File: src/rtl/kwdt_pkg.sv
package kwdt_pkg;

    // register addresses
    localparam int A_CTRL  = 0;
    localparam int A_LOAD  = 1;
    localparam int A_TRIG  = 2;
    localparam int A_KEY   = 3;
    localparam int A_PEND  = 4;
    localparam int A_COUNT = 5;

    // number of registers with a posted-write engine
    localparam int N_POSTED = 4;

    // key words
    localparam logic [31:0] KEY_START_1 = 32'h0000_BBBB;
    localparam logic [31:0] KEY_START_2 = 32'h0000_4444;
    localparam logic [31:0] KEY_STOP_1  = 32'h0000_AAAA;
    localparam logic [31:0] KEY_STOP_2  = 32'h0000_5555;

    typedef enum logic [1:0] {
        KS_STOPPED,
        KS_START_HALF,
        KS_RUNNING,
        KS_STOP_HALF
    } key_state_e;

    typedef enum logic {
        PS_IDLE,
        PS_WAIT
    } post_state_e;

    typedef enum logic {
        CS_HALTED,
        CS_COUNTING
    } cnt_state_e;

endpackage

File: src/rtl/kwdt_post.sv
module kwdt_post
    import kwdt_pkg::*;
#(
    parameter int DATA_W   = 32,
    parameter int POST_DLY = 2
) (
    input  logic              clk,
    input  logic              rst_n,
    input  logic              wr_i,
    input  logic [DATA_W-1:0] data_i,
    output logic              pend_o,
    output logic              commit_o,
    output logic [DATA_W-1:0] data_o
);

    localparam int DLY_W = (POST_DLY > 1) ? $clog2(POST_DLY) : 1;
    localparam logic [DLY_W-1:0] DLY_LAST = DLY_W'(POST_DLY - 1);

    post_state_e       st_q;
    logic [DLY_W-1:0]  dly_q;
    logic [DATA_W-1:0] hold_q;

    // state register: a write is only taken in IDLE
    always_ff @(posedge clk or negedge rst_n) begin
        if (!rst_n) begin
            st_q   <= PS_IDLE;
            dly_q  <= '0;
            hold_q <= '0;
        end else begin
            unique case (st_q)
                PS_IDLE: begin
                    if (wr_i) begin
                        st_q   <= PS_WAIT;
                        dly_q  <= '0;
                        hold_q <= data_i;
                    end
                end
                PS_WAIT: begin
                    if (dly_q == DLY_LAST) begin
                        st_q <= PS_IDLE;
                    end else begin
                        dly_q <= dly_q + 1'b1;
                    end
                end
                default: st_q <= PS_IDLE;
            endcase
        end
    end

    // outputs
    always_comb begin
        pend_o   = (st_q == PS_WAIT);
        commit_o = (st_q == PS_WAIT) && (dly_q == DLY_LAST);
        data_o   = hold_q;
    end


    pend_clear_chk: assert property (@(posedge clk) disable iff (!rst_n)
        commit_o |=> !pend_o)
        else $error("pending bit did not clear after commit");


    pend_set_chk: assert property (@(posedge clk) disable iff (!rst_n)
        (wr_i && !pend_o) |=> pend_o)
        else $error("pending bit not set after accepted write");


    busy_drop_chk: assert property (@(posedge clk) disable iff (!rst_n)
        (wr_i && pend_o) |=> $stable(hold_q))
        else $error("write accepted while pending");

endmodule

File: src/rtl/kwdt_keyseq.sv
module kwdt_keyseq
    import kwdt_pkg::*;
#(
    parameter int DATA_W = 32
) (
    input  logic              clk,
    input  logic              rst_n,
    input  logic              commit_i,
    input  logic [DATA_W-1:0] key_i,
    output logic              running_o,
    output logic              start_o,
    output logic              stop_o
);

    key_state_e st_q, st_d;

    logic is_start1, is_start2, is_stop1, is_stop2;

    always_comb begin
        is_start1 = (key_i == DATA_W'(KEY_START_1));
        is_start2 = (key_i == DATA_W'(KEY_START_2));
        is_stop1  = (key_i == DATA_W'(KEY_STOP_1));
        is_stop2  = (key_i == DATA_W'(KEY_STOP_2));
    end

    // next state
    always_comb begin
        st_d = st_q;
        if (commit_i) begin
            unique case (st_q)
                KS_STOPPED:    st_d = is_start1 ? KS_START_HALF : KS_STOPPED;
                KS_START_HALF: st_d = is_start2 ? KS_RUNNING    : KS_STOPPED;
                KS_RUNNING:    st_d = is_stop1  ? KS_STOP_HALF  : KS_RUNNING;
                KS_STOP_HALF:  st_d = is_stop2  ? KS_STOPPED    : KS_RUNNING;
                default:       st_d = KS_STOPPED;
            endcase
        end
    end

    // state register
    always_ff @(posedge clk or negedge rst_n) begin
        if (!rst_n) begin
            st_q <= KS_STOPPED;
        end else begin
            st_q <= st_d;
        end
    end

    // outputs
    always_comb begin
        running_o = (st_q == KS_RUNNING) || (st_q == KS_STOP_HALF);
        start_o   = commit_i && (st_q == KS_START_HALF) && is_start2;
        stop_o    = commit_i && (st_q == KS_STOP_HALF) && is_stop2;
    end


    run_hold_chk: assert property (@(posedge clk) disable iff (!rst_n)
        !commit_i |=> $stable(running_o))
        else $error("running state changed without a key commit");


    start_seq_chk: assert property (@(posedge clk) disable iff (!rst_n)
        start_o |=> running_o)
        else $error("start sequence did not start");


    stop_seq_chk: assert property (@(posedge clk) disable iff (!rst_n)
        stop_o |=> !running_o)
        else $error("stop sequence did not stop");

endmodule

File: src/rtl/kwdt_counter.sv
module kwdt_counter
    import kwdt_pkg::*;
#(
    parameter int CNT_W = 32,
    parameter int PTV_W = 3
) (
    input  logic             clk,
    input  logic             rst_n,
    input  logic             start_i,
    input  logic             stop_i,
    input  logic             reload_i,
    input  logic             pre_en_i,
    input  logic [PTV_W-1:0] ptv_i,
    input  logic [CNT_W-1:0] load_i,
    output logic [CNT_W-1:0] count_o,
    output logic             rst_req_o
);

    localparam int PS_W = (1 << PTV_W) - 1;
    localparam logic [PS_W-1:0] PS_ONES = '1;

    cnt_state_e      st_q;
    logic [CNT_W-1:0] cnt_q;
    logic [PS_W-1:0]  ps_q;
    logic [PS_W-1:0]  ps_lim;
    logic             tick;
    logic             req_q;

    always_comb begin
        ps_lim = pre_en_i ? (PS_ONES >> (PS_W - int'(ptv_i))) : '0;
        tick   = (ps_q == ps_lim);
    end

    // state register, counter and prescaler
    always_ff @(posedge clk or negedge rst_n) begin
        if (!rst_n) begin
            st_q  <= CS_HALTED;
            cnt_q <= '0;
            ps_q  <= '0;
            req_q <= 1'b0;
        end else begin
            req_q <= 1'b0;
            unique case (st_q)
                CS_HALTED: begin
                    if (start_i) begin
                        st_q  <= CS_COUNTING;
                        cnt_q <= load_i;
                        ps_q  <= '0;
                    end else if (reload_i) begin
                        cnt_q <= load_i;
                        ps_q  <= '0;
                    end
                end
                CS_COUNTING: begin
                    if (stop_i) begin
                        st_q <= CS_HALTED;
                    end else if (reload_i) begin
                        cnt_q <= load_i;
                        ps_q  <= '0;
                    end else if (tick) begin
                        ps_q <= '0;
                        if (cnt_q == '1) begin
                            cnt_q <= load_i;
                            req_q <= 1'b1;
                        end else begin
                            cnt_q <= cnt_q + 1'b1;
                        end
                    end else begin
                        ps_q <= ps_q + 1'b1;
                    end
                end
                default: st_q <= CS_HALTED;
            endcase
        end
    end

    // outputs
    always_comb begin
        count_o   = cnt_q;
        rst_req_o = req_q;
    end


    req_pulse_chk: assert property (@(posedge clk) disable iff (!rst_n)
        rst_req_o |=> !rst_req_o)
        else $error("reset request longer than one cycle");


    req_reload_chk: assert property (@(posedge clk) disable iff (!rst_n)
        rst_req_o |-> (count_o == load_i))
        else $error("counter not reloaded on overflow");


    trig_wins_chk: assert property (@(posedge clk) disable iff (!rst_n)
        reload_i |=> !rst_req_o)
        else $error("overflow raised on a reload edge");


    halted_hold_chk: assert property (@(posedge clk) disable iff (!rst_n)
        (st_q == CS_HALTED && !start_i && !reload_i) |=> ($stable(count_o) && !rst_req_o))
        else $error("halted counter moved");

endmodule

File: src/rtl/kwdt_top.sv
module kwdt_top
    import kwdt_pkg::*;
#(
    parameter int DATA_W   = 32,
    parameter int ADDR_W   = 3,
    parameter int PTV_W    = 3,
    parameter int POST_DLY = 2
) (
    input  logic              clk,
    input  logic              rst_n,
    input  logic              wr_en,
    input  logic [ADDR_W-1:0] wr_addr,
    input  logic [DATA_W-1:0] wr_data,
    input  logic [ADDR_W-1:0] rd_addr,
    output logic [DATA_W-1:0] rd_data,
    output logic              rst_req
);

    logic [N_POSTED-1:0] wr_sel;
    logic [N_POSTED-1:0] pend;
    logic [N_POSTED-1:0] commit;
    logic [DATA_W-1:0]   post_data [N_POSTED];

    logic [DATA_W-1:0] ctrl_q;
    logic [DATA_W-1:0] load_q;
    logic [DATA_W-1:0] trig_q;
    logic [DATA_W-1:0] count;
    logic              running;
    logic              start_p;
    logic              stop_p;
    logic              reload;

    for (genvar g = 0; g < N_POSTED; g++) begin : g_post
        assign wr_sel[g] = wr_en && (wr_addr == ADDR_W'(g));

        kwdt_post #(
            .DATA_W   (DATA_W),
            .POST_DLY (POST_DLY)
        ) u_post (
            .clk      (clk),
            .rst_n    (rst_n),
            .wr_i     (wr_sel[g]),
            .data_i   (wr_data),
            .pend_o   (pend[g]),
            .commit_o (commit[g]),
            .data_o   (post_data[g])
        );
    end

    // committed register storage
    always_ff @(posedge clk or negedge rst_n) begin
        if (!rst_n) begin
            ctrl_q <= '0;
            load_q <= '0;
            trig_q <= '0;
        end else begin
            if (commit[A_CTRL] && !running) ctrl_q <= post_data[A_CTRL];
            if (commit[A_LOAD] && !running) load_q <= post_data[A_LOAD];
            if (commit[A_TRIG])             trig_q <= post_data[A_TRIG];
        end
    end

    assign reload = commit[A_TRIG] && (post_data[A_TRIG] != trig_q);

    kwdt_keyseq #(
        .DATA_W (DATA_W)
    ) u_keyseq (
        .clk       (clk),
        .rst_n     (rst_n),
        .commit_i  (commit[A_KEY]),
        .key_i     (post_data[A_KEY]),
        .running_o (running),
        .start_o   (start_p),
        .stop_o    (stop_p)
    );

    kwdt_counter #(
        .CNT_W (DATA_W),
        .PTV_W (PTV_W)
    ) u_counter (
        .clk       (clk),
        .rst_n     (rst_n),
        .start_i   (start_p),
        .stop_i    (stop_p),
        .reload_i  (reload),
        .pre_en_i  (ctrl_q[0]),
        .ptv_i     (ctrl_q[PTV_W:1]),
        .load_i    (load_q),
        .count_o   (count),
        .rst_req_o (rst_req)
    );

    // read mux
    always_comb begin
        case (int'(rd_addr))
            A_CTRL:  rd_data = ctrl_q;
            A_LOAD:  rd_data = load_q;
            A_TRIG:  rd_data = trig_q;
            A_KEY:   rd_data = DATA_W'(running);
            A_PEND:  rd_data = DATA_W'(pend);
            A_COUNT: rd_data = count;
            default: rd_data = '0;
        endcase
    end


    ctrl_frozen_chk: assert property (@(posedge clk) disable iff (!rst_n)
        running |=> $stable(ctrl_q))
        else $error("control changed while running");


    load_frozen_chk: assert property (@(posedge clk) disable iff (!rst_n)
        running |=> $stable(load_q))
        else $error("load changed while running");

endmodule

File: config.mk
export PLATFORM = sky130hd
export DESIGN_NAME = kwdt_top
export DESIGN_NICKNAME = d
export VERILOG_FILES = /design/src/rtl/kwdt_pkg.sv /design/src/rtl/kwdt_post.sv /design/src/rtl/kwdt_keyseq.sv /design/src/rtl/kwdt_counter.sv /design/src/rtl/kwdt_top.sv
export SDC_FILE = /design/constraint.sdc
export NUM_CORES = 1
export LEC_CHECK = 0
export ABC_AREA = 0
export BUFFER_PORTS_ARGS = -buffer_cell sky130_fd_sc_hd__buf_4
export CAP_MARGIN = 20
export CORE_ASPECT_RATIO = 1.2
export CORE_MARGIN = 2
export CORE_UTILIZATION = 25
export DETAILED_ROUTE_END_ITERATION = 8
export GPL_TIMING_DRIVEN = 0
export PLACE_DENSITY = 0.46
export SETUP_SLACK_MARGIN = 0.1
export SLEW_MARGIN = 20
export SYNTH_ARGS = -nofsm -noshare
export SYNTH_HDL_FRONTEND = slang
export SYNTH_HIERARCHICAL = 1
export SYNTH_SLANG_ARGS = --single-unit
File: constraint.sdc
create_clock -name clk -period 2.8 [get_ports clk]
set_input_delay 0.28 -clock clk [delete_from_list [all_inputs] [get_ports clk]]
set_output_delay 0.28 -clock clk [all_outputs]
set_load 0.02 [all_outputs]
==> metrics.txt <==
status=complete, but fails checks; Critical Path RT=3.24 ns; nature of the critical path endpoint=flop; IO Port Bufs=70; number of global-route vias before repair=9551; crit path time final=2.80 ns; H-tree levels=1; GPL Wtd Cong=0.898; Hold Vio Cnt, Final=0; DP Area=15100 sq um; DRC Markers=0; most numerous cell in the Yosys netlist=dfrtp_1; syn nets=1075; Post-synth top flop=dfrtp_1; RSZ-0062 raised after global routing=yes; crit path DAT=3.24 ns; setup TNS=-0.00138 ns; post-synthesis xor/xnor area fraction=0.0245; full die area=56300 sq um; peak supply drop=0.000521 V; CTS Buf Count=30; clk root buf=clkbuf_16; cells after synthesis=1032; dominant cells by area after synthesis=dfrtp_1, mux2_4, mux2_2; # setup viols final=1; Sw Pwr=6.37 mW; Diodes inserted=0; Pwr Density=1060 nW/um^2; post-synth top area share=0.506; Die Height=259 microns; std cell rows=93; clock skew=0.0254 ns; CP max FO=10; Compound-Gate Fraction of Synth Area=0.0988; Tightest Hold Check Type=in2reg; Distinct cells, synth=72; clock power share=0.235; pre-CTS setup slack=-1.74 ns; max cap viols=0; post-synth top area cell=dfrtp_1; largest net degree at the start of global routing=91; Comb pwr share=0.351; Vias/cell=4.85; Warnings, synthesis=6; Via Count=9342; Post-Route WL=44.4 mm; grt ovf=0; Final Cell Area=17300 sq um; DRT Pass-1 Iters=5; multiplexer area fraction after synthesis=0.234; share of layout cells above drive strength 1=0.418; Slew HR=0.327; fin. max-slew vios=0; core area=53800 sq um; f_max=357 MHz; worst slew pin tran=1.01 ns; failing checks=negative setup slack; Post-synth top cells=dfrtp_1, mux2_4, mux2_2; largest family of logic cells by synthesized area=multiplexers; CTS Sinks=275; clock latency at the later pin of the worst-skew pair=0.58 ns; post-synthesis simple-gate area fraction=0.0900; total track usage=0.157; number of enable flip-flop cells after synthesis=0; Pleak=7.21 nW; cell area after synthesis=13600 sq um; asr flop ratio synth=1.00; post-synthesis adder-cell area fraction=0.00184; Mapped Avg Cell Area=13.2 sq um; Fin Hold WS=0.0268 ns; clk buf depth=3; crit path launch type=flop; post-route ant nets=0; HPWL Detailed=31.3 mm; sequential area share after synthesis=0.506; sw frac=0.346; DP Cell Count=1817; I/O pin count=74; initial core utilization=0.253; CTS tree=yes; first-pass GRT wire length=66.0 mm; Seq cells post-synth=275; Syn-to-layout area delta=27.4%; period utilization=1.00; Die W=217 microns; Final #Nets=1237; Internal Power=12.0 mW; Setup CP Type=reg2reg; drt wl/cell=23.0 microns; Flop pwr share=0.414; Clk pin slew, worst setup/hold paths=0.06 ns; initial antenna violation count=0; Setup WS post-layout=-0.00138 ns; Iter 0 DRT Violations=633; final cell count without fillers=1927
-- cells in the final DEF, fill, tap and decap left out, drive strengths merged, types with 9 or more instances in the layout --
cell type / instances
a21oi: 29
buf: 146
xnor2: 34
nor2: 35
nand2: 32
a22o: 28
o22ai: 11
dfrtp: 275
o21ai: 16
mux2: 227
a31oi: 24
clkbuf: 57
mux2i: 17
nand4: 33
inv: 18
nor2b: 9
a221o: 28
dlygate4sd3: 31
nand3: 43
nor4: 10
-- worst paths after layout --
check                                            start                     endpoint  slack [ns]  cells past startpoint
worst min register to register  g_post[1].u_post/dly_q       g_post[1].u_post/dly_q        0.48                      1
min in group asynchronous                        rst_n   g_post[3].u_post/data_o[1]        0.10                      2
max in group asynchronous                        rst_n  g_post[3].u_post/data_o[18]        1.55                      4
worst max register to register  g_post[3].u_post/dly_q        u_counter/count_o[22]      -0.001                     13
worst max-delay path            g_post[3].u_post/dly_q        u_counter/count_o[22]      -0.001                     13
worst min-delay path                       wr_data[13]  g_post[3].u_post/data_o[13]        0.03                      2
-- timing repair --
action / in CTS / in global routing
cloned: 2 / 2
endpoints found under the setup margin: 41 / 40
pin swaps: 13 / 12
gates resized for setup: 79 / 50
buffers inserted: 17 / 6
endpoints found under the hold margin: 214 / 0
hold buffers: 31 / 0
-- critical path, stage by stage (launching register included) --
cell and delay (ns):
dfrtp_1 0.35, and2_4 0.22, nor4b_4 0.24, nand4_1 0.14
buf_6 0.17, or2_4 0.24, nor4_4 0.19, buf_4 0.18
nor3_4 0.05, a21o_2 0.23, buf_4 0.15, a21oi_4 0.19
buf_6 0.20, a21oi_1 0.09
-- per-layer routing --
layer	GRT usage	share of wire	up-vias
li1	-	-	4187
met1	0.205	0.44	4861
met2	0.270	0.50	231
met3	0.0150	0.035	63
met4	0.0525	0.030	0
met5	0	0	-
-- registers in the layout, summed over array words and instances, names as in the netlist --
register	count
u_counter/count_o	32
ctrl_q	32
g_post.u_post/pend_o	4
u_counter/st_q	1
u_keyseq/st_q	2
u_counter/ps_q	7
trig_q	32
g_post.u_post/dly_q	4
g_post.u_post/data_o	128
load_q	32
u_counter/rst_req_o	1
-- logic make-up after synthesis --
family | count (synthesis)
simple gates | 213
fa+ha+maj | 2
flops | 275
mux | 244
buf+inv | 84
compound gates | 176
xor+xnor | 38
-- through the flow --
| step | utilization | total power, mW |
|---|---|---|
| after global placement | 0.279 | 13.2 |
| after detailed placement | 0.281 | 13.3 |
| after global routing | 0.322 | 19.3 |
| after floorplan | - | 11.1 |
| final | 0.322 | 18.4 |
| after CTS | 0.315 | 18.2 |
-- final cells by class --
type | instances | area (sq um)
clock inverters | 16 | 219
flip-flops and latches | 275 | 6880
inverters | 16 | 65.1
multi-input cells | 674 | 6580
well taps | 712 | 891
plain buffers | 68 | 666
repair buffers | 129 | 1160
clock buffers | 37 | 848
fillers | 5423 | 36400
-- power groups by stage --
stage | Sequential, mW | Combinational (mW) | Clock [mW]
after floorplan | 6.85 | 4.21 | 0
after global placement | 7.53 | 5.62 | 0
after detailed placement | 7.56 | 5.72 | 0
after CTS | 7.58 | 6.18 | 4.43
after global routing | 7.86 | 6.89 | 4.58
final | 7.61 | 6.46 | 4.32
(Power assumes the default switching activity.)
